## src/rtl/gpio_wprot_pkg.sv

```systemverilog
package gpio_wprot_pkg;
  localparam int WORD_W = 32;
  localparam int KEY_W  = 24;
  localparam logic [KEY_W-1:0] WP_KEY = 24'h50494F;

  typedef enum logic [1:0] {
    SEL_NONE,
    SEL_STORE,
    SEL_MODE,
    SEL_STATUS
  } sel_e;
endpackage

```

## src/rtl/wprot_decode.sv

```systemverilog
module wprot_decode
  import gpio_wprot_pkg::*;
#(
  parameter int ADDR_W    = 16,
  parameter int NREG      = 16,
  parameter logic [NREG-3:0] PROT_MASK = '1,
  localparam int IDX_W    = $clog2(NREG)
) (
  input  logic [ADDR_W-1:0] addr,
  output logic [IDX_W-1:0]  idx,
  output sel_e              sel,
  output logic              prot_hit
);
  localparam int MODE_IDX = NREG - 2;
  localparam int STAT_IDX = NREG - 1;

  logic in_range;
  logic unused_lo;
  assign unused_lo = ^addr[1:0];
  assign idx = addr[IDX_W+1:2];

  generate
    if (ADDR_W > IDX_W + 2) begin : g_hi
      assign in_range = ~|addr[ADDR_W-1:IDX_W+2];
    end else begin : g_nohi
      assign in_range = 1'b1;
    end
  endgenerate

  always_comb begin
    if (!in_range)                    sel = SEL_NONE;
    else if (idx == IDX_W'(STAT_IDX)) sel = SEL_STATUS;
    else if (idx == IDX_W'(MODE_IDX)) sel = SEL_MODE;
    else                              sel = SEL_STORE;
    prot_hit = (sel == SEL_MODE) ||
               ((sel == SEL_STORE) && PROT_MASK[idx]);
  end
endmodule

```

## src/rtl/wprot_ctrl.sv

```systemverilog
module wprot_ctrl
  import gpio_wprot_pkg::*;
#(
  parameter int ADDR_W = 16
) (
  input  logic               clk,
  input  logic               rst,
  input  logic               wr,
  input  sel_e               sel,
  input  logic               prot_hit,
  input  logic [ADDR_W-1:0]  addr,
  input  logic [WORD_W-1:0]  wdata,
  output logic               prot_en,
  output logic               flag,
  output logic [ADDR_W-1:0]  src,
  output logic               store_we
);
  logic key_ok, mode_wr, blocked;
  logic unused_mid;
  assign unused_mid = ^wdata[7:1];

  assign key_ok  = (wdata[WORD_W-1:WORD_W-KEY_W] == WP_KEY);
  assign mode_wr = wr && (sel == SEL_MODE);
  assign blocked = wr && prot_en && prot_hit && !(mode_wr && key_ok);
  assign store_we = wr && (sel == SEL_STORE) && !blocked;

  always_ff @(posedge clk) begin
    if (rst) begin
      prot_en <= 1'b0;
      flag    <= 1'b0;
      src     <= '0;
    end else if (mode_wr && key_ok) begin
      prot_en <= wdata[0];
      flag    <= 1'b0;
    end else if (blocked) begin
      flag <= 1'b1;
      src  <= addr;
    end
  end


  viol_record_chk: assert property (@(posedge clk) disable iff (rst)
    (wr && prot_en && prot_hit && sel == SEL_STORE) |=> (flag && src == $past(addr)));

  key_write_chk: assert property (@(posedge clk) disable iff (rst)
    (mode_wr && key_ok) |=> (!flag && prot_en == $past(wdata[0])));

  bad_key_chk: assert property (@(posedge clk) disable iff (rst)
    (mode_wr && !key_ok) |=> (prot_en == $past(prot_en) && (flag || !$past(flag))));

  read_quiet_chk: assert property (@(posedge clk) disable iff (rst)
    !wr |=> ($stable(flag) && $stable(src) && $stable(prot_en)));

  dead_write_chk: assert property (@(posedge clk) disable iff (rst)
    (wr && (sel == SEL_STATUS || sel == SEL_NONE)) |=>
      ($stable(flag) && $stable(src) && $stable(prot_en)));
endmodule

```

## src/rtl/wprot_regfile.sv

```systemverilog
module wprot_regfile #(
  parameter int NSTORE = 14,
  parameter int W      = 32,
  parameter int IDX_W  = 4
) (
  input  logic                       clk,
  input  logic                       rst,
  input  logic                       we,
  input  logic [IDX_W-1:0]           idx,
  input  logic [W-1:0]               wdata,
  output logic [NSTORE-1:0][W-1:0]   q
);
  generate
    for (genvar i = 0; i < NSTORE; i++) begin : g_word
      always_ff @(posedge clk) begin
        if (rst)                           q[i] <= '0;
        else if (we && idx == IDX_W'(i))   q[i] <= wdata;
      end
    end
  endgenerate
endmodule

```

## src/rtl/gpio_wprot_top.sv

```systemverilog
module gpio_wprot_top
  import gpio_wprot_pkg::*;
#(
  parameter int ADDR_W = 16,
  parameter int NREG   = 16,
  parameter logic [NREG-3:0] PROT_MASK = 14'h0F3F
) (
  input  logic               clk,
  input  logic               rst,
  input  logic               bus_wr,
  input  logic [ADDR_W-1:0]  bus_addr,
  input  logic [WORD_W-1:0]  bus_wdata,
  output logic [WORD_W-1:0]  bus_rdata
);
  localparam int IDX_W  = $clog2(NREG);
  localparam int NSTORE = NREG - 2;

  logic [IDX_W-1:0]               dec_idx;
  sel_e                           dec_sel;
  logic                           dec_prot;
  logic                           prot_en, flag, store_we;
  logic [ADDR_W-1:0]              src;
  logic [NSTORE-1:0][WORD_W-1:0]  rf_q;
  logic [WORD_W-1:0]              stat_word, rd_next;

  wprot_decode #(.ADDR_W(ADDR_W), .NREG(NREG), .PROT_MASK(PROT_MASK)) u_dec (
    .addr(bus_addr), .idx(dec_idx), .sel(dec_sel), .prot_hit(dec_prot));

  wprot_ctrl #(.ADDR_W(ADDR_W)) u_ctrl (
    .clk(clk), .rst(rst), .wr(bus_wr), .sel(dec_sel), .prot_hit(dec_prot),
    .addr(bus_addr), .wdata(bus_wdata), .prot_en(prot_en), .flag(flag),
    .src(src), .store_we(store_we));

  wprot_regfile #(.NSTORE(NSTORE), .W(WORD_W), .IDX_W(IDX_W)) u_rf (
    .clk(clk), .rst(rst), .we(store_we), .idx(dec_idx),
    .wdata(bus_wdata), .q(rf_q));

  always_comb begin
    stat_word             = '0;
    stat_word[0]          = flag;
    stat_word[8 +: ADDR_W] = src;
    case (dec_sel)
      SEL_STORE:  rd_next = rf_q[dec_idx];
      SEL_MODE:   rd_next = {{(WORD_W-1){1'b0}}, prot_en};
      SEL_STATUS: rd_next = stat_word;
      default:    rd_next = '0;
    endcase
  end

  always_ff @(posedge clk) begin
    if (rst) bus_rdata <= '0;
    else     bus_rdata <= rd_next;
  end


  blocked_hold_chk: assert property (@(posedge clk) disable iff (rst)
    (bus_wr && prot_en && dec_prot) |=> $stable(rf_q));

  open_write_chk: assert property (@(posedge clk) disable iff (rst)
    (bus_wr && dec_sel == SEL_STORE && !dec_prot) |=>
      (rf_q[$past(dec_idx)] == $past(bus_wdata)));
endmodule

```

## config.mk

```make
export PLATFORM = sky130hd
export DESIGN_NAME = gpio_wprot_top
export DESIGN_NICKNAME = d
export VERILOG_FILES = /design/src/rtl/gpio_wprot_pkg.sv /design/src/rtl/wprot_decode.sv /design/src/rtl/wprot_ctrl.sv /design/src/rtl/wprot_regfile.sv /design/src/rtl/gpio_wprot_top.sv
export SDC_FILE = /design/constraint.sdc
export NUM_CORES = 1
export LEC_CHECK = 0
export CORE_MARGIN = 2
export CORE_UTILIZATION = 60
export CTS_BUF_LIST = sky130_fd_sc_hd__clkbuf_16
export DETAILED_ROUTE_END_ITERATION = 16
export PLACE_DENSITY = 0.8
export SLEW_MARGIN = 20
export SYNTH_ARGS = -nofsm -noshare
export SYNTH_HDL_FRONTEND = slang
export SYNTH_SLANG_ARGS = --single-unit
```

## constraint.sdc

```tcl
create_clock -name clk -period 2.4 [get_ports clk]
set_clock_uncertainty 0.05 [all_clocks]
set_input_delay 0.24 -clock clk [delete_from_list [all_inputs] [get_ports clk]]
set_output_delay 0.24 -clock clk [all_outputs]
set_load 0.05 [all_outputs]
```

==> Word-level counts from Yosys, hierarchy flattened <==
Memories as Yosys holds them, arrays and structs flattened.
Cells that the tools add are included.
{ "classes": {"mux": 7, "order_cmp": 1, "n_reduce_logical": 29, "eq_ne": 19, "n_bitwise": 1} }
{ "ops": {"columns": ["op", "n"], "rows": [
  ["32-bit binary-select mux with 4-bit select", 1],
  ["32-bit case mux with 3 select lines", 1],
  ["4-bit == test (second input constant)", 8],
  ["32-bit 2-to-1 mux", 1],
  ["24-bit by 23-bit == test with 1-bit output (second input constant)", 1],
  ["1-bit logical AND", 22],
  ["4-bit by 3-bit == test with 1-bit output (second input constant)", 4],
  ["10-bit OR reduction", 1],
  ["4-bit by 2-bit == test with 1-bit output (second input constant)", 2],
  ["2-bit 2-to-1 mux", 3],
  ["4-bit by 5-bit less-than comparator with 1-bit output (second input constant)", 1],
  ["2-bit == test (second input constant)", 2],
  ["4-bit by 1-bit == test with 1-bit output (second input constant)", 1],
  ["4-bit logical NOT", 1],
  ["2-bit by 1-bit == test with 1-bit output (second input constant)", 1],
  ["1-bit logical NOT", 2],
  ["2-bit AND reduction", 1],
  ["2-bit OR reduction", 1],
  ["1-bit logical OR", 1],
  ["1-bit 2-to-1 mux", 1],
  ["1-bit NOT", 1]
]} }
{ "totals": {"out_inout_bits": 32, "inputBits": 51, "n_memories": 1, "regBits": 498, "rom_bits": 16, "wordCells": 76} }
{ "memory_table": {"columns": ["memory", "depth", "width", "read_ports", "rd_ports_with_merged_regs", "write_ports", "line", "rtl"], "rows": [
  ["(no name shown)", 16, 1, 1, 0, 0, "wprot_decode.sv:36", "((sel == SEL_STORE) && PROT_MASK[idx]);"]
]} }

==> Depth between registers and ports, before layout <==
{ "logic_depth": {"word_depth": 12, "depth_mapped": 9, "depth_no_buf": 5} }

==> By module <==
Synthesis repeated with hierarchy kept, for this count alone.
{ "unflattened": {"cells_unflattened": 2056, "area_unflattened_um2": 22883.2} }
{ "modules_own_cells": {"columns": ["mod", "n_inst", "area_per_inst_um2", "cells_per_inst", "seq_area_each_um2"], "rows": [
  ["wprot_regfile", 1, 17276.6, 1530, 8968.6],
  ["gpio_wprot_top", 1, 4586.9, 424, 640.6],
  ["wprot_ctrl", 1, 903.4, 88, 360.3],
  ["wprot_decode", 1, 116.4, 14, 0.0]
]} }

==> Worst setup path after synthesis <==
Ideal clock, no wire load.
{ "synth_timing": {"path_kind": "input to register", "startpoint": "in bus_addr[3]", "endpoint": "reg u_rf.q[100] (netlist bit)", "slack_ps": 446, "arrival_time_ps": 1772, "required_ps": 2218, "path_stages": 9, "setup_time_ps": 132, "n_path_buf": 4, "cell_sequence": "buf_6 > and3b_1 > o21a_1 > buf_6 > or4_4 > buf_6 > buf_6 > nand2_1 > a21oi_1"} }
{ "synth_between": {"elab_chain_cells": 12, "word_cells_on_any_way": 21, "cone_classes": "eq/ne: 5; mux: 4; reduce/logical: 11; memory: 1"} }
{ "synth_lines": {"columns": ["item", "line", "rtl"], "rows": [
  ["start: declaration", "gpio_wprot_top.sv:11", "input logic [ADDR_W-1:0] bus_addr,"],
  ["4-bit == test", "wprot_decode.sv:33", "else if (idx == IDX_W'(MODE_IDX)) sel = SEL_MODE;"],
  ["2-bit 2-to-1 mux", "wprot_decode.sv:33", null],
  ["2-bit 2-to-1 mux", "wprot_decode.sv:32", "else if (idx == IDX_W'(STAT_IDX)) sel = SEL_STATUS;"],
  ["2-bit 2-to-1 mux", "wprot_decode.sv:31", "if (!in_range) sel = SEL_NONE;"],
  ["2-bit by 1-bit == test with 1-bit output or 2-bit == test (tied branches)", null, null],
  ["1-bit logical AND (on tied branches)", "wprot_decode.sv:36, wprot_ctrl.sv:23", null],
  ["1-bit logical OR or 1-bit logical AND (tied branches)", "wprot_decode.sv:35, wprot_ctrl.sv:24", null],
  ["1-bit logical AND or 1-bit logical NOT (tied branches)", "wprot_ctrl.sv:24", "assign blocked = wr && prot_en && prot_hit && !(mode_wr && key_ok);"],
  ["1-bit logical AND", "wprot_ctrl.sv:24", null],
  ["1-bit logical NOT", "wprot_ctrl.sv:25", "assign store_we = wr && (sel == SEL_STORE) && !blocked;"],
  ["1-bit logical AND", "wprot_ctrl.sv:25", null],
  ["1-bit logical AND (*)", "wprot_regfile.sv:17", "else if (we && idx == IDX_W'(i)) q[i] <= wdata;"],
  ["end signal: indexed assignment", "wprot_regfile.sv:17", null],
  ["end: declaration", "wprot_regfile.sv:11", "output logic [NSTORE-1:0][W-1:0] q"]
]} }
Every way passes the cells marked *; elsewhere a longest branch is shown, timed or not. The select of a mux whose other input is x is not followed.
A chain may end at the register's enable or synchronous reset.

==> Worst setup path in the final report <==
{ "layout_timing": {"startpoint": "reg bus_rdata[11]", "endpoint": "out bus_rdata[11]"} }
{ "layout_rtl": {"columns": ["item", "line", "rtl"], "rows": [
  ["start: declaration", "gpio_wprot_top.sv:13", "output logic [WORD_W-1:0] bus_rdata"],
  ["start signal: assignment", "gpio_wprot_top.sv:52", "else bus_rdata <= rd_next;"]
]} }
No word-level cell between the ends.

==> results.cfg <==
[status]
status = finished clean

[critical_path]
crit_path_start_kind = register
critPathBufInv = 1
worst-setup-path-type = register to output port
critical_path_arrival_ns = 1.73
cp_cell_sequence = clkdlybuf4s50_1
crit_fanout = 1
cp_top_family = buffers and inverters
cpMaxStageDelayCell = clkdlybuf4s50_1
required_ns = 2.11
max_stage_delay_ns = 0.82
endpoint_kind = output port

[timing]
tightest_slew_ns = 0.738
maxSlewHeadroom_pct = 50.8
finalCritPeriodShare_pct = 84.0
finalWorstSetupSlack_ns = 0.383
slew_viol_final = 0
hold_viol = 0
min_period_ns = 2.02
grt_setup_unrepaired = no
max_freq_mhz = 496
setup_violations = 0

[detailed_routing]
drt-initial-drc-count = 2481
vias_per_cell = 6.30
wl_per_cell_um = 22.0
wirelength_um = 66000
vias = 18900
drc_errors = 0
ant_nets = 0
first_pass_iters = 6

[die]
core_um2 = 34600
die_h_um = 192
start_util_pct = 61.0
pin_count = 83
die_w_um = 192
die_area_um2 = 36700
rows = 68

[finish]
synthToLayoutAreaGrowth_pct = 16.1
utilization_pct = 70.8
layout.nets = 2557
drive_gt1_share_pct = 13.1
layout_common_cells = 755 x nand2_1, 498 x dfxtp_1, 400 x a21oi_1
final_common_cell = nand2_1
fin_cells = 3001

[synth]
ys_top_cells_by_area = dfxtp_1 47%, nand2_1 13%, a21oi_1 9.5%, mux4_2 8.2%, mux2i_1 6.3%
syn-num-nets = 2489
ys_warn_count = 0
synth_cells = 2438
synth_area_um2 = 21100
netlist.area_leader.share_pct = 47.2
synth_flop_cell = dfxtp_1
synthArstFlopShare_pct = 0
ys_seq_area_share_pct = 47.2
synth.avg_cell_area_um2 = 8.67
synthDistinctLibCells = 55
synth_edf_count = 0
synth.ff_latch_count = 498
yosys.area.top_type = dfxtp_1

[clock_tree]
clkTransAtPathRegs_ns = 0.06
cts_sinks = 498
htree_levels = 2
max-clock-path-buffers = 3
cts_hold_buf = 0
cts_tree = done
cts_setup_buffers = 0
numCtsBuffers = 50
root_buffer = clkbuf_16
clk_latency_ns = 0.58
cts_resized = 0

[global_route]
antenna_found_initial = 0
grt_usage_pct = 36.1
first_global_vias = 18200
grt_pass1_wl_um = 102000
grt_max_degree = 137
grt-ovfl-total = 0

[place]
post-place-ws_ns = -0.0978
io_buffer_count = 82
hpwlAfterDp_um = 41300
dp_cells = 2909
gp_congestion = 0.966

[power_and_ir_drop]
p_leak_uw = 0.00827
powerDensity_nw_per_um2 = 662
peakVddDrop_uv = 532

[hold_path]
hp-class = primary input to register

[run]
maxCapViolations = 0
## cells in the mapped netlist (all sizes together) (4+ instances only)
cell,count
o22ai,13
o21ai,73
buf,87
nand4,9
nand3,11
nor2,83
nand2,757
nand2b,4
a211oi,18
and2,27
nor3,24
nor4,15
nor4b,5
clkbuf,136
mux2,9
a22oi,11
nor2b,7
a21oi,400
mux4,77
mux2i,132
dfxtp,498
## stage by stage
stage / area (um^2) / power, uW / hold slack (ns) / TNS [ns]
final: 24500 / 16200 / 0.0749 / 0
after global routing: 24500 / 16700 / 0.0774 / 0
after global placement: 23100 / 9280 / 0.382 / -0.834
after floorplan: 21100 / 8920 / 0.330 / 0
after CTS: 24500 / 16300 / 0.0611 / 0
after detailed placement: 23100 / 9280 / 0.387 / -3.70
## worst paths after layout
check / depth (start not counted) / start / end / slack (ns)
max: 1 / bus_rdata[11] / bus_rdata[11] / 0.38
min: 2 / rst / u_rf.q[152] / 0.07
max reg2reg: 6 / u_ctrl.prot_en / u_rf.q[422] / 0.46
min reg2reg: 2 / u_rf.q[291] / u_rf.q[291] / 0.40
## per-layer routing
| metal | track usage (%) | wire length [um] | share of wire, % | vias to the layer above |
|---|---|---|---|---|
| met3 | 7.84 | 7760 | 12 | 205 |
| li1 | - | - | - | 8427 |
| met5 | 0 | 0 | 0 | - |
| met4 | 16.2 | 2600 | 3.9 | 0 |
| met2 | 57.1 | 30600 | 46 | 1233 |
| met1 | 47.7 | 25000 | 38 | 9030 |
## where the power goes
part | internal [uW] | leakage [uW] | switching [uW] | total [uW]
combinational | 292 | 0.00350 | 571 | 863
clock | 3880 | 0.000763 | 3230 | 7110
sequential | 8270 | 0.00401 | 0.143 | 8270
total | 12400 | 0.00827 | 3800 | 16200
## registers in the layout (all words and copies together) (netlist names)
name / cells
u_ctrl.flag: 1
bus_rdata: 32
u_ctrl.prot_en: 1
u_ctrl.src: 16
u_rf.q: 448
## area by class of cell
| type | count | area, um^2 |
|---|---|---|
| flip-flops and latches | 498 | 9970 |
| repair buffers | 239 | 2370 |
| inverters | 3 | 11.3 |
| multi-input cells | 1714 | 10100 |
| well taps | 455 | 569 |
| clock buffers | 50 | 1250 |
| diodes | 1 | 2.50 |
| clock inverters | 41 | 215 |
| fillers | 2566 | 10100 |
## kinds of logic (layout without fill, tap and decap cells)
family / Yosys count / in the layout / share of synthesized area, %
flops: 498 / 498 / 47.2
simple gates: 963 / 963 / 19.6
mux: 218 / 218 / 14.9
compound gates: 533 / 533 / 13.4
other cells: 0 / 1 / 0
buf+inv: 226 / 333 / 4.87
Note: power is estimated with default switching activity, not from simulation.
